File: config.mk
export PLATFORM = sky130hd
export DESIGN_NAME = vbit_shift_unit
export DESIGN_NICKNAME = d
export VERILOG_FILES = /design/src/rtl/vbit_shift_unit.sv
export SDC_FILE = /design/constraint.sdc
export NUM_CORES = 1
export LEC_CHECK = 0
export ABC_AREA = 1
export BUFFER_PORTS_ARGS = -buffer_cell sky130_fd_sc_hd__buf_2
export CAP_MARGIN = 20
export CORE_MARGIN = 8
export CORE_UTILIZATION = 35
export DETAILED_ROUTE_END_ITERATION = 8
export GPL_TIMING_DRIVEN = 0
export PLACE_DENSITY = 0.62
export SETUP_SLACK_MARGIN = 0.05
export SLEW_MARGIN = 20
export SYNTH_ARGS = -nofsm -noshare
export SYNTH_HDL_FRONTEND = slang
export SYNTH_SLANG_ARGS = --single-unit
File: constraint.sdc
create_clock -name clk -period 2.4 [get_ports clk]
set_clock_uncertainty 0.15 [all_clocks]
set_input_delay 0.36 -clock clk [delete_from_list [all_inputs] [get_ports clk]]
set_output_delay 0.36 -clock clk [all_outputs]
set_load 0.01 [all_outputs]
File: src/rtl/vbit_shift_unit.sv
module vbit_shift_unit #(
  parameter int DATA_W  = 128,
  parameter int CNT_W   = 3,
  parameter int OPC_PRI = 4,
  parameter int OPC_EXT = 708
) (
  input  logic              clk,
  input  logic              rst,
  input  logic              in_valid,
  input  logic [31:0]       instr,
  input  logic [DATA_W-1:0] src_a,
  input  logic [DATA_W-1:0] src_b,
  output logic [DATA_W-1:0] res_data,
  output logic [4:0]        res_dest,
  output logic              res_we,
  output logic              illegal
);
  localparam int PRI_LSB  = 26;
  localparam int DEST_LSB = 21;
  localparam int EXT_W    = 11;

  logic [DATA_W-1:0] stage [CNT_W+1];
  logic [CNT_W-1:0]  cnt;
  logic              hit;

  assign cnt = src_b[CNT_W-1:0];
  assign hit = (instr[31:PRI_LSB] == 6'(OPC_PRI)) &&
               (instr[EXT_W-1:0]  == EXT_W'(OPC_EXT));

  assign stage[0] = src_a;
  for (genvar i = 0; i < CNT_W; i++) begin : g_stage
    assign stage[i+1] = cnt[i] ? (stage[i] >> (1 << i)) : stage[i];
  end

  always_ff @(posedge clk) begin
    if (rst) begin
      res_data <= '0;
      res_dest <= '0;
      res_we   <= 1'b0;
      illegal  <= 1'b0;
    end else begin
      res_we  <= in_valid && hit;
      illegal <= in_valid && !hit;
      if (in_valid && hit) begin
        res_data <= stage[CNT_W];
        res_dest <= instr[DEST_LSB +: 5];
      end
    end
  end
endmodule


======== After elaboration in Yosys (flattened, before gate mapping) ========
Cells that the tools add are included.
operators by class
  equal/unequal tests ..................... 2
  muxes and demuxes ....................... 3
  reduce and logical (&&, ||, !) cells .... 4
operators with widths
  kind                                                    number
  two-way mux 128 bit                                     3
  equality test 11 x 10 -> 1 bit (second input constant)  1
  equality test 6 x 3 -> 1 bit (second input constant)    1
  logical AND 1 bit                                       3
  zero test 1 bit                                         1
word-level totals
  register bits ........................... 135
  input bits .............................. 291
  output and inout bits ................... 135
  logic and storage cells ................. 13

======== Depth between registers and ports, before layout ========
Gate-level depths: netlist (run 1).
  word-level depth ........................ 4
  mapped depth ............................ 11
  gate-level depth less buffers ........... 9

======== Worst setup path after synthesis (run 1) ========
No wires, ideal clock.
  path type ............................... input -> register
  from .................................... input port instr[8]
  to ...................................... register res_data[100]
  arrival time ............................ 1417 ps
  path slack .............................. 721 ps
  stages on the path ...................... 10
  path buffers ............................ 2
  cells stage by stage .................... inv_1 > nand2_1 > nor2_1 > nand2_1 > nor2_4 > nand3_2 > buf_2 > buf_6 > nor2_1 > nor2_1
between the ends
  word-level cells in the longest chain between the ends .. 3
RTL lines
  element                         RTL line  RTL
  start, declared                 10        input logic [31:0] instr,
  equality test 11 x 10 -> 1 bit  28        (instr[EXT_W-1:0] == EXT_W'(OPC_EXT));
  logical AND 1 bit               27        assign hit = (instr[31:PRI_LSB] == 6'(OPC_PRI)) &&
  logical AND 1 bit               44        if (in_valid && hit) begin
  end signal, assigned            45        res_data <= stage[CNT_W];
  end, declared                   13        output logic [DATA_W-1:0] res_data,
Every way passes these cells.
A chain may end at the register's enable or synchronous reset.

======== Worst setup path after layout (run 1) ========
  from .................................... input port src_b[2]
  to ...................................... register res_data[106]
between the ends
  word-level cells in the longest chain between the ends .. 1
RTL lines
  element              RTL line  RTL
  start, declared      12        input logic [DATA_W-1:0] src_b,
  two-way mux 128 bit  32        assign stage[i+1] = cnt[i] ? (stage[i] >> (1 << i)) : stage[i];
Every way passes these cells.

==> impl_metrics.yaml, run 1 <==
outcome:
  outcome: "complete, no violations"
hold_path:
  hold_depth: 5
  hp-start: "instr[25]"
  hold_class: "input pin to register"
  holdPathEnd: "res_dest[4]"
detailed_routing:
  drtIter0Drc: 979
  num_vias: 12500
  drc: 0
  ant_nets: 0
  drt_first_pass_iters: 5
  routed_wl_um: 38200
  viasPerCell: 4.90
  wl_per_cell_um: 14.9
flow_run:
  maxCapViolCount: 0
clocking:
  clock-sinks: 135
  cts_tree: "done"
  clk_latency_ps: 430
  cts_inserted_buffers: 17
  clock_path_buffers: 2
  cts_resized: 0
  cts_setup_buffers: 0
  htreeDepth: 4
  cts_root_buffer: "clkbuf_16"
  hold_buffers: 1
  path_clk_slew_ps: 60
global_route:
  grt_max_degree: 17
  antenna_found_initial: 19
  grt_use_total_pct: 21.9
  grt_first_pass_wirelength_um: 59800
  grt_pass1_vias: 11900
  grt_overflow: 0
sta:
  max_slew_margin_pct: 39.1
  hold_ws_ps: 116
  maxSlewViolCount: 0
  final.period_utilization_pct: 79.2
  grt_setup_unrepaired: "no"
  worst_slew_pin_slew_ps: 913
  fin_tns_setup_ps: 0
  period_minus_slack_ps: 1900
  clock.fmax_ghz: 0.526
  setup_viol: 0
  final_hold_viol_count: 0
yosys:
  synth_top_area_share_pct: 27.0
  syn_avg_cell_area_um2: 5.43
  postSynthNetCount: 2138
  ys_seq_area_share_pct: 27.0
  ys_ff_latch: 135
  postSynthCellCount: 1847
  syn_area_mm2: 0.0100
  synth_warnings: 0
  yosysUniqueCellTypes: 19
  synth_area_leaders: "dfxtp_1 (27%), nand3_1 (25%), nand2_1 (24%)"
  yosysTopAreaCell: "dfxtp_1"
pwr:
  power_switching_w: 0.00191
  ir_worst_vdd_mv: 0.356
  seq_power_share_pct: 36.6
  total_power_w: 0.00612
  p_comb_share_pct: 19.8
  switching_share_pct: 31.2
  internal_power_w: 0.00421
  clockPowerShare_pct: 43.6
  p_leak_nw: 7.28
  power_density_mw_per_mm2: 488
worst_setup_path:
  start_kind: "input pin"
  worst_ep_arrival_time_ps: 2130
  path_class: "input pin to register"
  crit_path_end_kind: "register"
  cp_max_fo: 10
  worstReg2RegStart: "res_data[12]"
  slowest_delay_ps: 630
  cpMaxStageDelayCell: "clkbuf_1"
  r2r_cells: 4
  cp-startpoint: "src_b[2]"
  r2r_setup_slack_ps: 1570
  critPathRequiredTime_ps: 2620
  path_cells: "buf_2 -> clkbuf_1 -> clkbuf_1 -> nand3_1 -> nand2_1 -> nor2_1 -> nor2_1"
  r2r_end: "res_data[12]"
finish:
  fin_area_mm2: 0.0126
  final_common_cell: "nand2_1"
  drive_above_1_share_pct: 17.9
  syn_to_final_growth_pct: 25.3
  layout.nets: 2444
  final_cell_mix: "nand2_1 (647), nand3_1 (498), buf_2 (328), nor2_1 (272), inv_1 (140)"
die:
  initial_core_util_pct: 35.2
  core-area_mm2: 0.0285
  io_pins: 426
  die_w_um: 185
  rows: 62
  die_area_mm2: 0.0343
  fp.dieH_um: 185
placed_design:
  portBuffers: 286
  hpwl_um: 30000
  place.gp.congestion: 0.910
  dpl_cell_area_mm2: 0.0119
through the flow:
step	instances	utilization [%]	worst slack, ps
final	2559	44.1	500
after global routing	2556	44.1	369
after CTS	2550	44.0	534
after detailed placement	2517	41.9	79.7
after global placement	2517	41.9	23.7
after floorplan	1847	-	721
critical path, delay by kind of cell:
kind	cells	cell delay, ps
buf+inv	3	1320
simple gates	4	440
flip-flops by register name (all words and copies together) (netlist names):
signal    cells
illegal       1
res_dest      5
res_data    128
res_we        1
logic make-up (layout without fill, tap and decap cells):
group           Yosys count  count (layout)  synth area share [%]
buf+inv                 271             590                  12.1
flops                   135             135                  27.0
simple gates           1430            1430                  60.3
compound gates           11              11                 0.599
other cells               0               9                     0
routing by layer:
metal  vias to the layer above  global-route usage [%]  share of wire, %
met4                        24                    5.03               1.2
li1                       6478                       -                 -
met3                        54                    6.49               8.8
met1                      5577                    27.1                44
met5                         -                       0              0.41
met2                       406                    36.8                46
worst max path at each step:
stage | endpoint | slack [ps] | depth (start not counted)
4_1_cts | res_data[106] | 530 | 7
6_report | res_data[106] | 500 | 7
5_1_grt | res_data[108] | 370 | 7
3_3_place_gp | res_data[110] | 20 | 7
3_5_place_dp | res_data[110] | 80 | 7
2_1_floorplan | res_data[100] | 720 | 10
synth_stat cells:
| master | instances |
|---|---|
| a21oi_1 | 6 |
| and2_0 | 1 |
| buf_1 | 13 |
| buf_2 | 42 |
| buf_6 | 19 |
| clkbuf_1 | 53 |
| dfxtp_1 | 135 |
| inv_1 | 140 |
| inv_2 | 4 |
| nand2_1 | 647 |
| nand3_1 | 498 |
| nand3_2 | 2 |
| nand4_1 | 7 |
| nor2_1 | 272 |
| nor2_4 | 1 |
| nor3_4 | 1 |
| o211ai_1 | 2 |
| o21ai_0 | 3 |
| or2_2 | 1 |
final cells by class:
class | count | area [um2]
timing repair buffer | 287 | 1440
clock inverter | 14 | 149
sequential | 135 | 2700
multi-input combinational | 1441 | 6110
inverter | 144 | 541
tap | 384 | 480
clock buffer | 18 | 439
fill | 3248 | 15900
antenna | 9 | 22.5
buffer | 127 | 672
power groups by stage:
stage	logic, W	registers (W)	clock network (W)
after floorplan	0.000787	0.00229	0
after global placement	0.00120	0.00229	0
after detailed placement	0.00119	0.00229	0
after CTS	0.00120	0.00224	0.00272
after global routing	0.00136	0.00224	0.00280
final	0.00121	0.00224	0.00267
(Power assumes the default switching activity.)
==> run 2: changes to the inputs <==
--- a/config.mk
+++ b/config.mk
@@ -5,14 +5,14 @@
 export SDC_FILE = /design/constraint.sdc
 export NUM_CORES = 1
 export LEC_CHECK = 0
-export ABC_AREA = 1
+export ABC_AREA = 0
 export BUFFER_PORTS_ARGS = -buffer_cell sky130_fd_sc_hd__buf_2
 export CAP_MARGIN = 20
 export CORE_MARGIN = 8
 export CORE_UTILIZATION = 35
 export DETAILED_ROUTE_END_ITERATION = 8
 export GPL_TIMING_DRIVEN = 0
-export PLACE_DENSITY = 0.62
+export PLACE_DENSITY = 0.67
 export SETUP_SLACK_MARGIN = 0.05
 export SLEW_MARGIN = 20
 export SYNTH_ARGS = -nofsm -noshare
==> constraint.sdc (replaced) <==
create_clock -name clk -period 1.7 [get_ports clk]
set_clock_uncertainty 0.15 [all_clocks]
set_input_delay 0.255 -clock clk [delete_from_list [all_inputs] [get_ports clk]]
set_output_delay 0.255 -clock clk [all_outputs]
set_load 0.01 [all_outputs]
==> run 2 against run 1 <==
The run now ends with setup timing left; critical path type unchanged; critical endpoint is now res_data[125]; die area is 16% lower; synthesized area is 18% lower; largest power group unchanged; register-to-register slack worse by 650 ps; highest routed layer unchanged.
==> impl_metrics.yaml, run 2 <==
placed_design:
  dpl_cell_area_mm2: 0.0102
  place_ws_ps: -1320
  portBuffers: 288
  hpwl_um: 24300
  place.gp.congestion: 0.943
pwr:
  power_density_mw_per_mm2: 740
  clockPowerShare_pct: 44.0
  switching_share_pct: 29.0
  internal_power_w: 0.00642
  seq_power_share_pct: 35.0
  p_comb_share_pct: 21.0
  p_leak_nw: 5.64
  power_switching_w: 0.00263
  ir_worst_vdd_mv: 0.619
  total_power_w: 0.00905
die:
  io_pins: 426
  rows: 56
  initial_core_util_pct: 35.4
  core-area_mm2: 0.0233
  die_area_mm2: 0.0288
  die_w_um: 170
  fp.dieH_um: 170
global_route:
  grt_max_degree: 17
  grt_pass1_vias: 9062
  grt_first_pass_wirelength_um: 49600
  grt_use_total_pct: 21.5
  antenna_found_initial: 10
  grt_overflow: 0
sta:
  grt_setup_unrepaired: "yes"
  fin_tns_setup_ps: -9020
  clock.fmax_ghz: 0.544
  hold_ws_ps: 150
  period_minus_slack_ps: 1840
  fin_ws_ps: -138
  setup_viol: 125
  final.period_utilization_pct: 108
  maxSlewViolCount: 0
  max_slew_margin_pct: 65.2
  final_hold_viol_count: 0
  worst_slew_pin_slew_ps: 522
clocking:
  htreeDepth: 4
  path_clk_slew_ps: 60
  clk_latency_ps: 410
  cts_inserted_buffers: 17
  clock-sinks: 135
  clock_path_buffers: 2
  cts_root_buffer: "clkbuf_16"
  cts_tree: "done"
yosys:
  ys_ff_latch: 135
  yosysTopAreaCell: "dfxtp_1"
  ys_async_sr_fraction_pct: 0
  yosysUniqueCellTypes: 38
  synth_ff_type: "dfxtp_1"
  syn_area_mm2: 0.00826
  synth_warnings: 0
  synth_area_leaders: "dfxtp_1 (33%), a22oi_1 (20%), mux2i_1 (15%)"
  postSynthCellCount: 909
  ys_seq_area_share_pct: 32.7
  syn_avg_cell_area_um2: 9.08
  synth_common_cells: "a22oi_1 (225), dfxtp_1 (135), mux2i_1 (127), o2bb2ai_1 (124), nand2_1 (116)"
  synth_edf_count: 0
  synth_most_common_cell: "a22oi_1"
  synth_top_area_share_pct: 32.7
  postSynthNetCount: 1200
finish:
  top_register: "res_data"
  drive_above_1_share_pct: 41.5
  fin_area_mm2: 0.0122
  syn_to_final_growth_pct: 48.1
  final_cell_mix: "buf_2 (305), a22oi_1 (225), dfxtp_1 (135), mux2i_1 (118), nand2_1 (116)"
  final_common_cell: "buf_2"
  fillers: 2150
  largest_register_ffs: 128
  reg_top3: "res_data (128), res_dest (5)"
  layout.nets: 1540
detailed_routing:
  drc: 0
  routed_wl_um: 33200
  ant_nets: 0
  viasPerCell: 5.82
  drtIter0Drc: 820
  num_vias: 9211
  wl_per_cell_um: 21.0
  drt_first_pass_iters: 6
outcome:
  outcome: "complete, but fails checks"
  failed_checks: "setup timing"
hold_path:
  hold_class: "input pin to register"
flow_run:
  maxCapViolCount: 0
worst_setup_path:
  worst_ep_arrival_time_ps: 2030
  cp_max_fo: 3
  start_kind: "input pin"
  worstReg2RegStart: "res_data[125]"
  r2r_end: "res_data[125]"
  r2r_setup_slack_ps: 920
  critPathRequiredTime_ps: 1890
  critPathCapture: "res_data[125]"
  crit_path_end_kind: "register"
  r2r_cells: 2
  cp-startpoint: "instr[29]"
  path_class: "input pin to register"
-- run 2: changes by cell type after synthesis, moves of 124 or more --
| cell | change |
|---|---|
| o2bb2ai_1 | +124 |
| inv_1 | -138 |
| nand2_1 | -531 |
| nor2_1 | -271 |
| mux2i_1 | +127 |
| a22oi_1 | +225 |
| nand3_1 | -498 |
-- run 2: worst min path at each step --
stage,from,endpoint,slack [ps],cells past startpoint
after floorplan,instr[21],res_dest[0],260,2
after global placement,res_data[10],res_data[10],290,1
after detailed placement,res_data[123],res_data[123],290,1
after CTS,instr[27],res_data[125],130,4
after global routing,instr[26],res_data[125],150,4
final,instr[27],illegal,150,4
-- run 2: timing repair --
| item | 4_1_cts | 5_1_grt |
|---|---|---|
| setup endpoints to repair | 133 | 133 |
| setup buffers | 18 | 3 |
| resized for setup | 129 | 93 |
| hold buffers | 6 | 0 |
| pin swaps | 19 | 7 |
| gates cloned | 8 | 2 |
| hold endpoints to repair | 6 | 0 |
-- run 2: cell families after synthesis --
family | after synthesis | share of synthesized area (%)
simple gates | 146 | 7.96
mux | 142 | 18.3
compound gates | 382 | 36.0
buf+inv | 104 | 5.05
flops | 135 | 32.7
-- run 2: layout make-up --
| type | count | area (um2) | area share (%) |
|---|---|---|---|
| multi-input combinational | 670 | 5750 | 47.0 |
| sequential | 135 | 2700 | 22.1 |
| timing repair buffer | 323 | 1940 | 15.9 |
| buffer | 100 | 798 | 6.53 |
| clock buffer | 17 | 425 | 3.48 |
| tap | 319 | 399 | 3.26 |
| clock inverter | 14 | 196 | 1.61 |
| antenna | 4 | 10.0 | 0.0818 |
| inverter | 2 | 7.51 | 0.0614 |
-- run 2: power groups by stage --
stage / clock (W) / combinational [W] / sequential (W)
after floorplan: 0 / 0.00108 / 0.00324
after global placement: 0 / 0.00160 / 0.00323
after detailed placement: 0 / 0.00161 / 0.00323
after CTS: 0.00408 / 0.00178 / 0.00316
after global routing: 0.00419 / 0.00206 / 0.00316
final: 0.00398 / 0.00190 / 0.00316
-- run 2: through the flow --
stage	cells	utilization, %
2_1_floorplan	909	-
3_3_place_gp	1516	43.6
3_5_place_dp	1516	43.6
4_1_cts	1578	50.3
5_1_grt	1583	52.4
6_report	1584	52.4
-- run 2: layer usage --
| metal | track usage (%) | share of wire [%] | vias to the layer above |
|---|---|---|---|
| li1 | - | - | 4300 |
| met1 | 26.1 | 42 | 4373 |
| met2 | 35.0 | 46 | 464 |
| met3 | 7.42 | 9.4 | 62 |
| met4 | 7.23 | 2.6 | 12 |
| met5 | 0 | 0.21 | - |
-- run 2: critical path: stages --
cell     delay [ps]
buf_6            90
or4b_4          550
or4b_4          530
or4_1           480
a21oi_1         130
==> run 3: changes to the inputs <==
--- a/config.mk
+++ b/config.mk
@@ -13,6 +13,7 @@
 export DETAILED_ROUTE_END_ITERATION = 8
 export GPL_TIMING_DRIVEN = 0
 export PLACE_DENSITY = 0.67
+export RECOVER_POWER = 25
 export SETUP_SLACK_MARGIN = 0.05
 export SLEW_MARGIN = 20
 export SYNTH_ARGS = -nofsm -noshare
==> run 3 against run 2 <==
The flow still finishes with violations (setup timing); setup slack improved by 1.7 ps; sequential cell count unchanged; register-to-register slack about the same; first-iteration DRC count decreased by 9.8%; sequential share of layout area increased by 0.082 points; non-clock buffer count unchanged; clock power about the same; sequential power about the same; via count decreased by 0.12%.
==> impl_metrics.yaml, run 3 (synthesis gave the netlist of run 2 again) <==
outcome:
  outcome: "complete, but fails checks"
  failed_checks: "setup timing"
detailed_routing:
  ant_nets: 0
  num_vias: 9200
  drc: 0
  drtIter0Drc: 740
  wl_per_cell_um: 21.0
  drt_first_pass_iters: 6
  routed_wl_um: 33200
  viasPerCell: 5.81
pwr:
  power_density_mw_per_mm2: 741
  clockPowerShare_pct: 43.9
  p_comb_share_pct: 21.0
  internal_power_w: 0.00642
  seq_power_share_pct: 35.0
  p_leak_nw: 5.48
  total_power_w: 0.00904
  power_switching_w: 0.00262
  ir_worst_vdd_mv: 0.619
  switching_share_pct: 29.0
worst_setup_path:
  start_kind: "input pin"
  critPathRequiredTime_ps: 1890
  crit_path_end_kind: "register"
  r2r_end: "res_data[125]"
  worstReg2RegStart: "res_data[125]"
  r2r_setup_slack_ps: 920
  path_class: "input pin to register"
  r2r_cells: 2
  worst_ep_arrival_time_ps: 2020
  cp_max_fo: 3
die:
  initial_core_util_pct: 35.4
  rows: 56
  core-area_mm2: 0.0233
  die_area_mm2: 0.0288
  fp.dieH_um: 170
  io_pins: 426
  die_w_um: 170
clocking:
  clk_latency_ps: 400
  cts_tree: "done"
  clock_path_buffers: 2
  cts_inserted_buffers: 17
  path_clk_slew_ps: 60
  cts_root_buffer: "clkbuf_16"
  clock-sinks: 135
  htreeDepth: 4
sta:
  max_slew_margin_pct: 65.0
  setup_viol: 125
  grt_setup_unrepaired: "yes"
  final.period_utilization_pct: 108
  clock.fmax_ghz: 0.545
  worst_slew_pin_slew_ps: 524
  maxSlewViolCount: 0
  fin_ws_ps: -136
  period_minus_slack_ps: 1840
  final_hold_viol_count: 0
finish:
  layout.nets: 1540
  drive_above_1_share_pct: 38.6
  syn_to_final_growth_pct: 47.6
  final_common_cell: "buf_2"
  reg_top3: "res_data (128), res_dest (5)"
  top_register: "res_data"
  fillers: 2172
  largest_register_ffs: 128
  fin_area_mm2: 0.0122
  final_cell_mix: "buf_2 (269), a22oi_1 (225), dfxtp_1 (135), mux2i_1 (118), nand2_1 (116)"
global_route:
  grt_first_pass_wirelength_um: 49600
  antenna_found_initial: 10
  grt_overflow: 0
  grt_pass1_vias: 9062
  grt_max_degree: 17
  grt_use_total_pct: 21.5
placed_design:
  place.gp.congestion: 0.943
  hpwl_um: 24300
  place_ws_ps: -1320
  portBuffers: 288
  dpl_cell_area_mm2: 0.0102
hold_path:
  hold_depth: 4
  hold_class: "input pin to register"
  hp-start: "instr[27]"
  holdPathEnd: "illegal"
flow_run:
  maxCapViolCount: 0
run 3: changes by cell type in the layout (fill, tap and decap cells not counted):
cell and change:
buf_2 -36, clkbuf_1 +36
run 3: power by group through the flow:
stage	clock, W	combinational [W]	sequential [W]
final	0.00397	0.00190	0.00316
after global routing	0.00419	0.00205	0.00316
after CTS	0.00408	0.00178	0.00316
after detailed placement	0	0.00161	0.00323
after global placement	0	0.00160	0.00323
after floorplan	0	0.00108	0.00324
run 3: area by class of cell:
class | count | area (um2) | share of cell area (%)
Clock inverter | 14 | 196 | 1.61
Inverter | 2 | 7.51 | 0.0616
Clock buffer | 17 | 425 | 3.49
Multi-Input combinational cell | 670 | 5750 | 47.2
Antenna cell | 4 | 10.0 | 0.0821
Sequential cell | 135 | 2700 | 22.2
Tap cell | 319 | 399 | 3.28
Timing Repair Buffer | 323 | 1890 | 15.5
Buffer | 100 | 798 | 6.55
run 3: per-layer routing:
metal	share of wire [%]	vias to the layer above	track usage, %
li1	-	4302	-
met5	0.21	-	0
met4	2.4	12	7.23
met2	46	443	35.0
met3	8.9	61	7.42
met1	43	4382	26.1
run 3: how the worst max path moves through the flow:
stage                    from            end  slack, ps  cells after the start
finish              instr[29]  res_data[125]       -140                      5
global route        instr[29]   res_data[70]       -160                      9
CTS                 instr[29]  res_data[125]       -110                      5
detailed placement   instr[1]   res_data[93]      -1320                      7
global placement     instr[1]   res_data[48]      -1290                      7
floorplan            instr[1]  res_data[100]       -390                      6
run 3: repair_timing:
item                                   CTS  global route
gates cloned                             8             2
hold buffers                             6             0
endpoints found under the hold margin    6             0
buffers inserted                        18             3
pin swaps                               19             7
setup endpoints to repair              133           133
gates resized for setup                129            93
run 3: critical path: stages:
cell	delay (ps)
buf_6	90
or4b_4	550
or4b_4	530
or4_1	480
a21oi_1	130
run 3: through the flow:
step	util, %	TNS (ps)	instances	hold WS (ps)
2_1_floorplan	-	-44940	909	259
5_1_grt	52.2	-11900	1583	147
3_3_place_gp	43.6	-152510	1516	291
3_5_place_dp	43.6	-153750	1516	291
6_report	52.2	-9090	1584	148
4_1_cts	50.3	-6270	1578	127
